==> config.mk <==
export PLATFORM = sky130hd
export DESIGN_NAME = cond_flag_file
export DESIGN_NICKNAME = d
export VERILOG_FILES = /design/src/rtl/cff_pkg.sv /design/src/rtl/cff_field_bank.sv /design/src/rtl/cff_flag_reg.sv /design/src/rtl/cond_flag_file.sv
export SDC_FILE = /design/constraint.sdc
export NUM_CORES = 1
export LEC_CHECK = 0
export BUFFER_PORTS_ARGS = -buffer_cell sky130_fd_sc_hd__buf_2
export CELL_PAD_IN_SITES_DETAIL_PLACEMENT = 1
export CELL_PAD_IN_SITES_GLOBAL_PLACEMENT = 1
export CORE_MARGIN = 2
export CORE_UTILIZATION = 31
export CTS_CLUSTER_SIZE = 25
export DETAILED_ROUTE_END_ITERATION = 10
export PLACE_DENSITY = 0.84
export SLEW_MARGIN = 25
export SYNTH_ARGS = -nofsm -noshare
export SYNTH_HDL_FRONTEND = slang
export SYNTH_SLANG_ARGS = --single-unit
==> constraint.sdc <==
create_clock -name clk -period 0.8 [get_ports clk]
set_clock_uncertainty 0.1 [all_clocks]
set_input_delay 0.04 -clock clk [delete_from_list [all_inputs] [get_ports clk]]
set_output_delay 0.04 -clock clk [all_outputs]
set_load 0.05 [all_outputs]
==> src/rtl/cff_pkg.sv <==
package cff_pkg;
  localparam int unsigned CFF_FIELD_W   = 4;
  localparam int unsigned CFF_FIELD_CNT = 8;
  localparam int unsigned CFF_CR_W      = CFF_FIELD_W * CFF_FIELD_CNT;
  localparam int unsigned CFF_FLAG_CNT  = 5;

  // flag bit positions inside the extension word
  localparam int unsigned FLG_CARRY   = 0;
  localparam int unsigned FLG_CARRY32 = 1;
  localparam int unsigned FLG_OVF     = 2;
  localparam int unsigned FLG_OVF32   = 3;
  localparam int unsigned FLG_SUMOVF  = 4;
endpackage

==> src/rtl/cff_field_bank.sv <==
module cff_field_bank #(
  parameter int unsigned FIELD_W   = 4,
  parameter int unsigned FIELD_CNT = 8,
  localparam int unsigned CR_W     = FIELD_W * FIELD_CNT
) (
  input  logic                 clk,
  input  logic                 rst_n,
  input  logic                 wr_en,
  input  logic [FIELD_CNT-1:0] wr_mask,
  input  logic [CR_W-1:0]      wr_data,
  output logic [CR_W-1:0]      cr_q
);
  // one register slice per field, loaded only when its mask bit is set
  for (genvar f = 0; f < FIELD_CNT; f++) begin : g_field
    logic [FIELD_W-1:0] field_q;
    logic               field_ld;

    assign field_ld = wr_en & wr_mask[f];

    always_ff @(posedge clk or negedge rst_n) begin
      if (!rst_n) begin
        field_q <= '0;
      end else if (field_ld) begin
        field_q <= wr_data[f*FIELD_W +: FIELD_W];
      end
    end

    assign cr_q[f*FIELD_W +: FIELD_W] = field_q;
  end
endmodule

==> src/rtl/cff_flag_reg.sv <==
module cff_flag_reg #(
  parameter int unsigned FLAG_CNT = 5
) (
  input  logic                clk,
  input  logic                rst_n,
  input  logic                wr_en,
  input  logic [FLAG_CNT-1:0] wr_data,
  output logic [FLAG_CNT-1:0] flags_q
);
  always_ff @(posedge clk or negedge rst_n) begin
    if (!rst_n) begin
      flags_q <= '0;
    end else if (wr_en) begin
      flags_q <= wr_data;
    end
  end
endmodule

==> src/rtl/cond_flag_file.sv <==
module cond_flag_file
  import cff_pkg::*;
#(
  parameter int unsigned FIELD_W   = CFF_FIELD_W,
  parameter int unsigned FIELD_CNT = CFF_FIELD_CNT,
  parameter int unsigned FLAG_CNT  = CFF_FLAG_CNT,
  localparam int unsigned CR_W     = FIELD_W * FIELD_CNT
) (
  input  logic                 clk,
  input  logic                 rst_n,
  input  logic                 wb_cr_en,
  input  logic [FIELD_CNT-1:0] wb_cr_mask,
  input  logic [CR_W-1:0]      wb_cr_data,
  input  logic                 wb_flag_en,
  input  logic [FLAG_CNT-1:0]  wb_flags,
  output logic [CR_W-1:0]      rd_cr,
  output logic [FLAG_CNT-1:0]  rd_flags
);
  logic [CR_W-1:0]     cr_store;
  logic [FLAG_CNT-1:0] flag_store;

  cff_field_bank #(
    .FIELD_W  (FIELD_W),
    .FIELD_CNT(FIELD_CNT)
  ) u_fields (
    .clk    (clk),
    .rst_n  (rst_n),
    .wr_en  (wb_cr_en),
    .wr_mask(wb_cr_mask),
    .wr_data(wb_cr_data),
    .cr_q   (cr_store)
  );

  cff_flag_reg #(
    .FLAG_CNT(FLAG_CNT)
  ) u_flags (
    .clk    (clk),
    .rst_n  (rst_n),
    .wr_en  (wb_flag_en),
    .wr_data(wb_flags),
    .flags_q(flag_store)
  );

  // read port: stored state only, no bypass from the write port
  assign rd_cr    = cr_store;
  assign rd_flags = flag_store;
endmodule

Yosys cells after proc, flatten, opt, wreduce, memory -nomap -nowiden
Cells that the tools add are included.
- word-level logic and storage cells: 17
- input bits: 49
- register bits: 37
- bitwise operators: 8
- operators with widths (kind ; count):
    1-bit AND ; 8

Longest topological paths before layout
Gate-level depths: netlist of run 1.
- depth after elaboration: 1
- mapped depth: 3

Modules after synthesis
From an unflattened synthesis of run 1, not the netlist that was laid out.
- cell total of the unflattened synthesis: 83
- area, all modules: 1564.0 µm²
- modules (own cells, without submodules) (module ; cells an instance ; seq. area each (µm²) ; instances ; area an instance (µm²)):
    cff_field_bank ; 73 ; 800.8 ; 1 ; 1382.6
    cff_flag_reg ; 10 ; 125.1 ; 1 ; 181.4

Worst setup path before layout of run 1
Ideal clock, no wire load.
- path type: register to register
- start point: register, netlist name u_flags.flags_q[0]
- end point: register u_flags.flags_q[0]
- data arrival time: 0.863 ns
- data required time: 0.575 ns
- stages on the path, launching flop included: 2
- slack: -0.288 ns
- period minus slack after synthesis: 1.088 ns
- path buffers: 0
- cell sequence: dfrtp_1 -> mux2_2
- RTL lines (item ; line ; RTL):
    end signal, assigned ; cff_flag_reg.sv:14 ; flags_q <= wr_data;
    end, declared ; cff_flag_reg.sv:8 ; output logic [FLAG_CNT-1:0] flags_q

Final worst setup path of run 1
- start point: register u_fields.g_field[0].field_q[0]
- end point: output rd_cr[0]
- RTL lines (item ; line ; RTL):
    start, declared ; cff_field_bank.sv:15 ; logic [FIELD_W-1:0] field_q;
    start signal, assigned ; cff_field_bank.sv:24 ; field_q <= wr_data[f*FIELD_W +: FIELD_W];
    end, declared ; cond_flag_file.sv:16 ; output logic [CR_W-1:0] rd_cr,
No word-level cell between the ends.

==> results of run 1 <==
area by class of cell:
cell class | instances | area (um^2) | share of cell area [%]
clock buffer | 6 | 72.6 | 2.95
clock inverter | 2 | 10.0 | 0.408
sequential | 37 | 972 | 39.6
timing repair buffer | 87 | 687 | 28.0
multi-input combinational | 45 | 631 | 25.7
tap | 67 | 83.8 | 3.41
worst paths after layout:
check,end,slack [ns],cells after the start
worst max-delay path,rd_cr[0],-0.20,1
worst min-delay path,u_fields.g_field[7].field_q[3],-0.11,2
worst max register to register,u_flags.flags_q[1],-0.10,1
worst min register to register,u_flags.flags_q[3],0.43,1
max in group asynchronous,u_fields.g_field[1].field_q[1],0.26,3
min in group asynchronous,u_fields.g_field[5].field_q[0],0.15,3
synthesized netlist by cell type:
cell type / number / area share (%)
sky130_fd_sc_hd__mux2_4: 32 / 31
sky130_fd_sc_hd__mux2_2: 5 / 3.6
sky130_fd_sc_hd__buf_6: 1 / 0.72
sky130_fd_sc_hd__dfrtp_1: 37 / 59
sky130_fd_sc_hd__nand2_4: 8 / 5.8
stage by stage:
stage | worst slack, ns | area (um^2) | power, W
CTS | -0.212 | 2450 | 0.00596
global placement | -0.288 | 2130 | 0.00428
global route | -0.233 | 2460 | 0.00614
detailed placement | -0.291 | 2130 | 0.00431
finish | -0.201 | 2460 | 0.00589
floorplan | -0.202 | 1610 | 0.00378
power by group:
group | total [W] | switching, W | internal, W
registers | 0.00241 | 0.000227 | 0.00219
clock network | 0.00122 | 0.000613 | 0.000603
logic | 0.00226 | 0.00129 | 0.000977
sequential cells by signal, summed over array words and instances, names as in the netlist:
name	flops
u_fields.g_field.field_q	32
u_flags.flags_q	5
cell usage in the layout, fill, tap and decap left out:
| cell type | count |
|---|---|
| sky130_fd_sc_hd__buf_2 | 48 |
| sky130_fd_sc_hd__buf_6 | 37 |
| sky130_fd_sc_hd__dfrtp_2 | 37 |
| sky130_fd_sc_hd__mux2_4 | 33 |
| sky130_fd_sc_hd__nand2_4 | 8 |
| sky130_fd_sc_hd__clkbuf_8 | 5 |
| sky130_fd_sc_hd__mux2_2 | 4 |
| sky130_fd_sc_hd__clkinv_2 | 2 |
| sky130_fd_sc_hd__clkbuf_1 | 1 |
| sky130_fd_sc_hd__dlygate4sd3_1 | 1 |
| sky130_fd_sc_hd__buf_12 | 1 |
per-layer routing:
metal  vias to the layer above  wire length [um]  global-route usage (%)  part of all wire (%)
met2                        53              1940                    24.7                    52
li1                        472                 -                       -                     -
met4                         0                22                    4.56                  0.59
met3                         2               297                    5.22                   8.0
met1                       503              1470                    17.4                    39
met5                         -                 0                       0                     0
logic make-up after synthesis:
kind of cell  after synthesis  synth area share (%)
flops                      37                  59.2
buf+inv                     1                 0.720
mux                        37                  34.3
simple gates                8                  5.76
timing repair:
item	CTS	global route
hold endpoints to repair	74	37
resized for setup	74	1
endpoints found under the setup margin	74	74
==> impl_metrics.yaml, run 1 <==
floorplan:
  floorplan.initialDensity_pct: 32.7
  std_cell_rows: 25
  design.die.area_um2: 5630
  core_area_um2: 4790
  design.portCount: 86
  fp.dieW_um: 75.0
  dieHeight_um: 75.0
finish:
  synth_to_layout_area_growth_pct: 57.0
  final.fill_count: 489
  num_antenna_cells: 0
  layoutNonFillerInstCount: 244
  util_after_layout_pct: 51.3
  final_net_count: 225
  drive_above_1_share_pct: 98.9
setup_path:
  timing.critical_path.max_delay_family: "flip-flops"
  critical-path-max-stage-delay_ns: 0.43
  kind_of_end_point_of_the_critical_path: "output pin"
  type_of_the_worst_setup_path: "flip-flop to output pin"
  slowest_stage: "sky130_fd_sc_hd__dfrtp_2"
  crit_start: "u_fields.g_field[0].field_q[0]"
  critical_path_arrival_ns: 0.86
  crit_path_start_kind: "flip-flop"
  worstReg2RegStart: "u_flags.flags_q[1]"
  crit_chain: "buf_6"
  crit_path_max_fanout: 2
  worstPathRequired_ns: 0.66
  cp.buffers_inverters: 1
clocking:
  post-cts-setup-buffers: 0
  cts-htree-levels: 2
  clkLatencyLatePin_ns: 0.28
  post_cts_hold_buffer_count: 1
  cts.path.max_buffers: 2
  cts.reportedPaths.clkPinSlew_ns: 0.07
  numClockSinks: 37
  numCtsBuffers: 5
  clock-root-buffer: "sky130_fd_sc_hd__clkbuf_8"
  cts_tree: "done"
route:
  drt-total-wl_um: 3740
  dr.first_iter.drc_count: 15
  drtAntennaViolNets: 0
  routed_wire_length_per_instance_um: 15.3
  ratio_of_routed_vias_to_standard_cells: 4.22
  via_count: 1030
  detailedRoute.firstPassIterationCount: 2
  drt_drc_violations_left: 0
power_and_ir_drop:
  p_leak_nw: 1.23
  p_per_area_nw_per_um2: 2400
  ir_worst_vdd_v: 0.00109
global_routing:
  grt_max_degree: 38
  number_of_antenna_violations_at_the_first_check_in_global_routing: 0
  residual_overflow_from_global_routing: 0
  grt_pass1_wl_um: 5950
  gr-usage-all-layers_pct: 14.6
  grt_pass1_vias: 1216
place:
  place_hpwl_um: 2800
  placedCellCount: 235
  port_buffers: 85
  place_congestion: 0.726
sta:
  setup_tns_ns: -10.08
  worst_slew_pin_slew_ns: 0.418
  maxClockFrequency_ghz: 0.999
  slew_viol_final: 0
  post-route-worst-setup-slack_ns: -0.201
  setup-violations-final: 74
  layout_worst_path_cycle_share_pct: 125
  timing.max_slew.rel_slack_pct: 72.1
  rsz0062_at_grt: "true"
  fin_hold_ws_ns: -0.114
  finalHoldViolCount: 37
  finalCriticalPeriod_ns: 1.00
min_path:
  hold_path.class: "input pin to flip-flop"
  timing.hold.worst.start: "wb_cr_data[31]"
run_status:
  run_status: "finished, violations left"
  violations_in_the_final_reports: "hold timing, setup timing"
synthesis:
  ys_seq_elements: 37
  synthesis.instances: 83
  postSynthNetCount: 132
  yosysSeqAreaShare_pct: 59.2
  synth.lib_cells_used.distinct: 5
  mappedNetlistArea_um2: 1560
  synth.avg_cell_area_um2: 18.8
  synth.yosys.warnings: 0
job:
  max_cap_viols: 0
Note: power is estimated with default switching activity, not from simulation.
==> run 2, diff against run 1 <==
- CELL_PAD_IN_SITES_DETAIL_PLACEMENT: 1 -> default
- CELL_PAD_IN_SITES_GLOBAL_PLACEMENT: 1 -> default
- CORE_MARGIN: 2 -> default
- CORE_UTILIZATION: 31 -> 35
- PLACE_DENSITY: 0.84 -> 0.77
==> run 2 against run 1 <==
  * The flow still finishes with violations (hold timing, setup timing)
  * Sequential share of layout area is 0.41 points higher
  * Critical path depth stayed put
  * Cell area is 1.0% lower
  * Clock power hardly changed
  * Largest cell class unchanged
  * Routed wire length is 10% lower
  * Via count is 4.4% higher
==> impl_metrics.yaml, run 2 (synthesis gave the netlist of run 1 again) <==
run_status:
  run_status: "finished, violations left"
  violations_in_the_final_reports: "hold timing, setup timing"
sta:
  finalHoldViolCount: 37
  worst_slew_pin_slew_ns: 0.438
  slew_viol_final: 0
  fin_hold_ws_ns: -0.111
  timing.max_slew.rel_slack_pct: 70.8
  post-route-worst-setup-slack_ns: -0.190
  setup-violations-final: 74
  rsz0062_at_grt: "true"
  setup_tns_ns: -9.73
  layout_worst_path_cycle_share_pct: 124
  finalCriticalPeriod_ns: 0.990
  maxClockFrequency_ghz: 1.01
route:
  dr.first_iter.drc_count: 32
  drt_drc_violations_left: 0
  ratio_of_routed_vias_to_standard_cells: 4.74
  detailedRoute.firstPassIterationCount: 2
  maxUsedRoutingLayer: "met4"
  wl_met1_um: 1330
  drtAntennaViolNets: 0
  routed_wire_length_per_instance_um: 14.7
  drt-total-wl_um: 3340
  via_count: 1075
  met2_wire_length_um: 1740
  met3RoutedLength_um: 269
power_and_ir_drop:
  p_per_area_nw_per_um2: 2410
  ir_worst_vdd_v: 0.000905
  p_leak_nw: 1.23
  fin_total_pwr_w: 0.00586
setup_path:
  type_of_the_worst_setup_path: "flip-flop to output pin"
  timing.critical_path.max_delay_family: "flip-flops"
  worst_setup_slack_for_register_to_register_paths_ns: -0.09
  critical_path_arrival_ns: 0.85
  crit_path_start_kind: "flip-flop"
  kind_of_end_point_of_the_critical_path: "output pin"
  critical-path-max-stage-delay_ns: 0.42
  worstReg2RegEnd: "u_fields.g_field[6].field_q[3]"
  worstPathRequired_ns: 0.66
  crit_path_max_fanout: 2
  slowest_stage: "sky130_fd_sc_hd__dfrtp_2"
  cp.buffers_inverters: 1
  r2r_cells: 1
  crit_chain: "buf_6"
  worstReg2RegStart: "u_fields.g_field[6].field_q[3]"
  cp.depth: 1
finish:
  final_net_count: 225
  final_cell_mix: "48 x sky130_fd_sc_hd__buf_2, 37 x sky130_fd_sc_hd__buf_6, 37 x sky130_fd_sc_hd__dfrtp_2"
  synth_to_layout_area_growth_pct: 55.4
  most_common_cell_after_layout_fill_and_taps_aside: "sky130_fd_sc_hd__buf_2"
  max_flop_register: "u_fields.g_field.field_q"
  sequential_cell_area_um2: 972
  footprint_of_the_multi_input_gates_um2: 627
  largestRegisters: "u_fields.g_field.field_q (32), u_flags.flags_q (5)"
  final.fill_count: 313
  largest_register_ff_count: 32
  num_antenna_cells: 0
  drive_above_1_share_pct: 98.9
global_routing:
  grt_max_degree: 38
  residual_overflow_from_global_routing: 0
  gr-usage-all-layers_pct: 14.1
  grt_pass1_vias: 1090
  number_of_antenna_violations_at_the_first_check_in_global_routing: 0
  grt_pass1_wl_um: 4840
place:
  place_hpwl_um: 2340
  place_congestion: 0.640
  port_buffers: 85
floorplan:
  floorplan.initialDensity_pct: 37.7
  dieHeight_um: 68.8
  core_area_um2: 4140
  design.die.area_um2: 4740
  std_cell_rows: 23
  design.portCount: 86
  fp.dieW_um: 68.8
clocking:
  numCtsBuffers: 5
  cts.reportedPaths.clkPinSlew_ns: 0.07
  cts-htree-levels: 2
  clock-root-buffer: "sky130_fd_sc_hd__clkbuf_8"
  cts_tree: "done"
  clkLatencyLatePin_ns: 0.27
  cts.path.max_buffers: 2
  post_cts_hold_buffer_count: 1
  numClockSinks: 37
min_path:
  worstHoldEndpoint: "u_fields.g_field[5].field_q[2]"
  worstHoldPathCells: 2
  timing.hold.worst.start: "wb_cr_data[22]"
  hold_path.class: "input pin to flip-flop"
job:
  max_cap_viols: 0
==> run 2: cell count changes in the layout (fill, tap and decap cells not counted) <==
cell / previous run / this run
sky130_fd_sc_hd__mux2_2: 4 / 5
sky130_fd_sc_hd__mux2_4: 33 / 32
==> run 2: repair_timing <==
item                                    in CTS  in global routing
gates cloned                                 0                  0
hold endpoints to repair                    74                 37
buffers inserted                             0                  0
endpoints found under the setup margin      74                 74
gates resized for setup                     74                  0
==> run 2: worst max path at each step <==
stage                                   start                             end  slack [ns]
6_report       u_fields.g_field[6].field_q[3]                       rd_cr[27]       -0.19
5_1_grt                    u_flags.flags_q[4]                     rd_flags[4]       -0.23
4_1_cts        u_fields.g_field[7].field_q[1]                       rd_cr[29]       -0.20
3_5_place_dp                         wb_cr_en  u_fields.g_field[1].field_q[3]       -0.31
3_3_place_gp                         wb_cr_en  u_fields.g_field[2].field_q[1]       -0.29
2_1_floorplan              u_flags.flags_q[0]              u_flags.flags_q[0]       -0.20
==> run 2: layer usage <==
| metal | GRT usage (%) | vias up |
|---|---|---|
| met5 | 0 | - |
| met4 | 2.30 | 0 |
| li1 | - | 474 |
| met2 | 26.8 | 53 |
| met3 | 4.93 | 2 |
| met1 | 15.0 | 546 |
==> run 2: cell type report <==
| type | instances | area share [%] |
|---|---|---|
| sequential | 37 | 40.0 |
| timing repair buffer | 87 | 28.3 |
| multi-input combinational | 45 | 25.8 |
| clock buffer | 6 | 2.99 |
| tap | 50 | 2.57 |
| clock inverter | 2 | 0.412 |
==> run 2: power by group <==
part,total (W),switching (W),leakage [nW],internal [W]
Combinational,0.00226,0.00129,0.789,0.000975
Sequential,0.00239,0.000208,0.396,0.00219
Clock,0.00121,0.000607,0.0450,0.000603
Total,0.00586,0.00210,1.23,0.00376
==> run 2: through the flow <==
step           area [um^2]  hold WS (ns)  setup WS, ns  std cells  util [%]
6_report              2430        -0.111        -0.190        227      58.7
5_1_grt               2430        -0.121        -0.227        227      58.7
4_1_cts               2430        -0.118        -0.204        227      58.7
3_5_place_dp          2110       -0.0788        -0.311        218      50.8
3_3_place_gp          2110       -0.0816        -0.290        218      50.8
2_1_floorplan         1610        -0.356        -0.202         83         -
==> run 3, diff against run 2 <==
- CELL_PAD_IN_SITES_DETAIL_PLACEMENT: default -> 0
- CELL_PAD_IN_SITES_GLOBAL_PLACEMENT: default -> 1
- CORE_UTILIZATION: 35 -> 31
- PLACE_DENSITY: 0.77 -> 0.84
==> run 3 against run 2 <==
  * Sequential share of layout area down 0.37 points
  * Setup slack worse by 0.011 ns
  * Sequential power about the same
  * The run still ends with hold timing, setup timing left
  * Combinational power about the same
  * Clock power about the same
  * Routed wire length down 3.4%
  * Via count down 5.9%
  * Critical path type unchanged
  * Register-to-register slack about the same
  * Non-clock buffer count unchanged
  * Die area up 13%
  * Cell area up 0.93%
  * Fmax down 1.1%
==> impl_metrics.yaml, run 3 (synthesis gave the netlist of run 1 again) <==
setup_path:
  crit_path_max_fanout: 2
  setup.worst_path.end: "rd_cr[0]"
  r2r_cells: 1
  cp.buffers_inverters: 1
  worstReg2RegStart: "u_fields.g_field[1].field_q[1]"
  timing.critical_path.max_delay_family: "flip-flops"
  slowest_stage: "sky130_fd_sc_hd__dfrtp_2"
  critical_path_arrival_ns: 0.86
  cp.depth: 1
  crit_path_start_kind: "flip-flop"
  type_of_the_worst_setup_path: "flip-flop to output pin"
  kind_of_end_point_of_the_critical_path: "output pin"
  worstReg2RegEnd: "u_fields.g_field[1].field_q[1]"
  worstPathRequired_ns: 0.66
  worst_setup_slack_for_register_to_register_paths_ns: -0.10
  crit_chain: "buf_6"
  crit_start: "u_fields.g_field[0].field_q[0]"
  critical-path-max-stage-delay_ns: 0.42
floorplan:
  core_area_um2: 4790
  floorplan.initialDensity_pct: 32.7
  dieHeight_um: 73.0
  design.portCount: 86
  std_cell_rows: 25
  design.die.area_um2: 5330
  fp.dieW_um: 73.0
sta:
  worst_slew_pin_slew_ns: 0.432
  finalHoldViolCount: 37
  finalCriticalPeriod_ns: 1.00
  layout_worst_path_cycle_share_pct: 125
  setup-violations-final: 74
  setup_tns_ns: -9.96
  maxClockFrequency_ghz: 0.999
  slew_viol_final: 0
  fin_hold_ws_ns: -0.116
  timing.max_slew.rel_slack_pct: 71.2
  post-route-worst-setup-slack_ns: -0.201
  rsz0062_at_grt: "true"
place:
  dp_slack_ns: -0.298
  placedCellCount: 235
  place_area_um2: 2130
  place_hpwl_um: 2340
  place_congestion: 0.686
  port_buffers: 85
global_routing:
  grt_pass1_vias: 1085
  number_of_antenna_violations_at_the_first_check_in_global_routing: 0
  grt_pass1_wl_um: 5050
  gr-usage-all-layers_pct: 13.1
  residual_overflow_from_global_routing: 0
  grt_max_degree: 38
clocking:
  post_cts_hold_buffer_count: 1
  cts.reportedPaths.clkPinSlew_ns: 0.07
  clock-root-buffer: "sky130_fd_sc_hd__clkbuf_8"
  post-cts-setup-buffers: 0
  clkLatencyLatePin_ns: 0.28
  numCtsBuffers: 5
  cts_tree: "done"
  cts.path.max_buffers: 2
  numClockSinks: 37
  cts-htree-levels: 2
finish:
  num_antenna_cells: 0
  drive_above_1_share_pct: 97.7
  footprint_of_the_multi_input_gates_um2: 631
  util_after_layout_pct: 51.3
  layoutNonFillerInstCount: 244
  fin_area_um2: 2450
  largestRegisters: "u_fields.g_field.field_q (32), u_flags.flags_q (5)"
  max_flop_register: "u_fields.g_field.field_q"
  synth_to_layout_area_growth_pct: 56.9
  most_common_cell_after_layout_fill_and_taps_aside: "sky130_fd_sc_hd__buf_2"
  final_cell_mix: "48 x sky130_fd_sc_hd__buf_2, 37 x sky130_fd_sc_hd__buf_6, 37 x sky130_fd_sc_hd__dfrtp_2"
  final_net_count: 225
  largest_register_ff_count: 32
  final.fill_count: 390
  sequential_cell_area_um2: 972
min_path:
  timing.hold.worst.start: "wb_cr_data[10]"
  hold_path.class: "input pin to flip-flop"
route:
  drt-total-wl_um: 3230
  drt_drc_violations_left: 0
  drtAntennaViolNets: 0
  routed_wire_length_per_instance_um: 13.2
  via_count: 1012
  detailedRoute.firstPassIterationCount: 4
  ratio_of_routed_vias_to_standard_cells: 4.15
  dr.first_iter.drc_count: 36
run_status:
  run_status: "finished, violations left"
  violations_in_the_final_reports: "hold timing, setup timing"
power_and_ir_drop:
  p_per_area_nw_per_um2: 2390
  p_leak_nw: 1.23
  ir_worst_vdd_v: 0.000998
job:
  max_cap_viols: 0
[run 3: cell types whose count changed in the layout (fill, tap and decap cells not counted)]
cell                       before  now
sky130_fd_sc_hd__mux2_4        32   33
sky130_fd_sc_hd__mux2_2         5    4
sky130_fd_sc_hd__clkbuf_1       1    3
sky130_fd_sc_hd__clkinv_2       2    0
[run 3: area by class of cell]
class / instances / share of cell area (%)
Clock buffer: 8 / 3.26
Tap cell: 67 / 3.42
Sequential cell: 37 / 39.6
Multi-Input combinational cell: 45 / 25.7
Timing Repair Buffer: 87 / 28.0
[run 3: per-stage QoR]
| step | total power [W] | hold slack, ns |
|---|---|---|
| 2_1_floorplan | 0.00378 | -0.356 |
| 3_3_place_gp | 0.00427 | -0.0830 |
| 3_5_place_dp | 0.00429 | -0.0773 |
| 4_1_cts | 0.00594 | -0.126 |
| 5_1_grt | 0.00611 | -0.129 |
| 6_report | 0.00587 | -0.116 |
[run 3: timing repair]
item / in CTS / in global routing
endpoints found under the setup margin: 74 / 74
cloned: 0 / 0
hold endpoints to repair: 74 / 37
gates resized for setup: 74 / 1
pin swaps: 0 / 0
[run 3: where the power goes]
group / switching (W) / internal, W / total (W)
Clock: 0.000588 / 0.000618 / 0.00121
Combinational: 0.00128 / 0.000977 / 0.00225
Sequential: 0.000218 / 0.00219 / 0.00241
Total: 0.00208 / 0.00378 / 0.00587
[run 3: worst min-delay path by stage]
stage / cells past startpoint / to / slack [ns]
2_1_floorplan: 0 / u_fields.g_field[0].field_q[0] / -0.36
3_5_place_dp: 2 / u_fields.g_field[1].field_q[2] / -0.08
5_1_grt: 2 / u_fields.g_field[3].field_q[3] / -0.13
4_1_cts: 2 / u_fields.g_field[2].field_q[2] / -0.13
6_report: 2 / u_fields.g_field[2].field_q[2] / -0.12
3_3_place_gp: 2 / u_fields.g_field[1].field_q[2] / -0.08
[run 3: layer usage]
metal / wire [um] / up-vias / share of wire [%] / track usage, %
met3: 274 / 5 / 8.5 / 5.52
met1: 1380 / 479 / 43 / 17.0
li1: - / 471 / - / -
met4: 54 / 0 / 1.7 / 5.88
met5: 0 / - / 0 / 0
met2: 1520 / 57 / 47 / 18.9
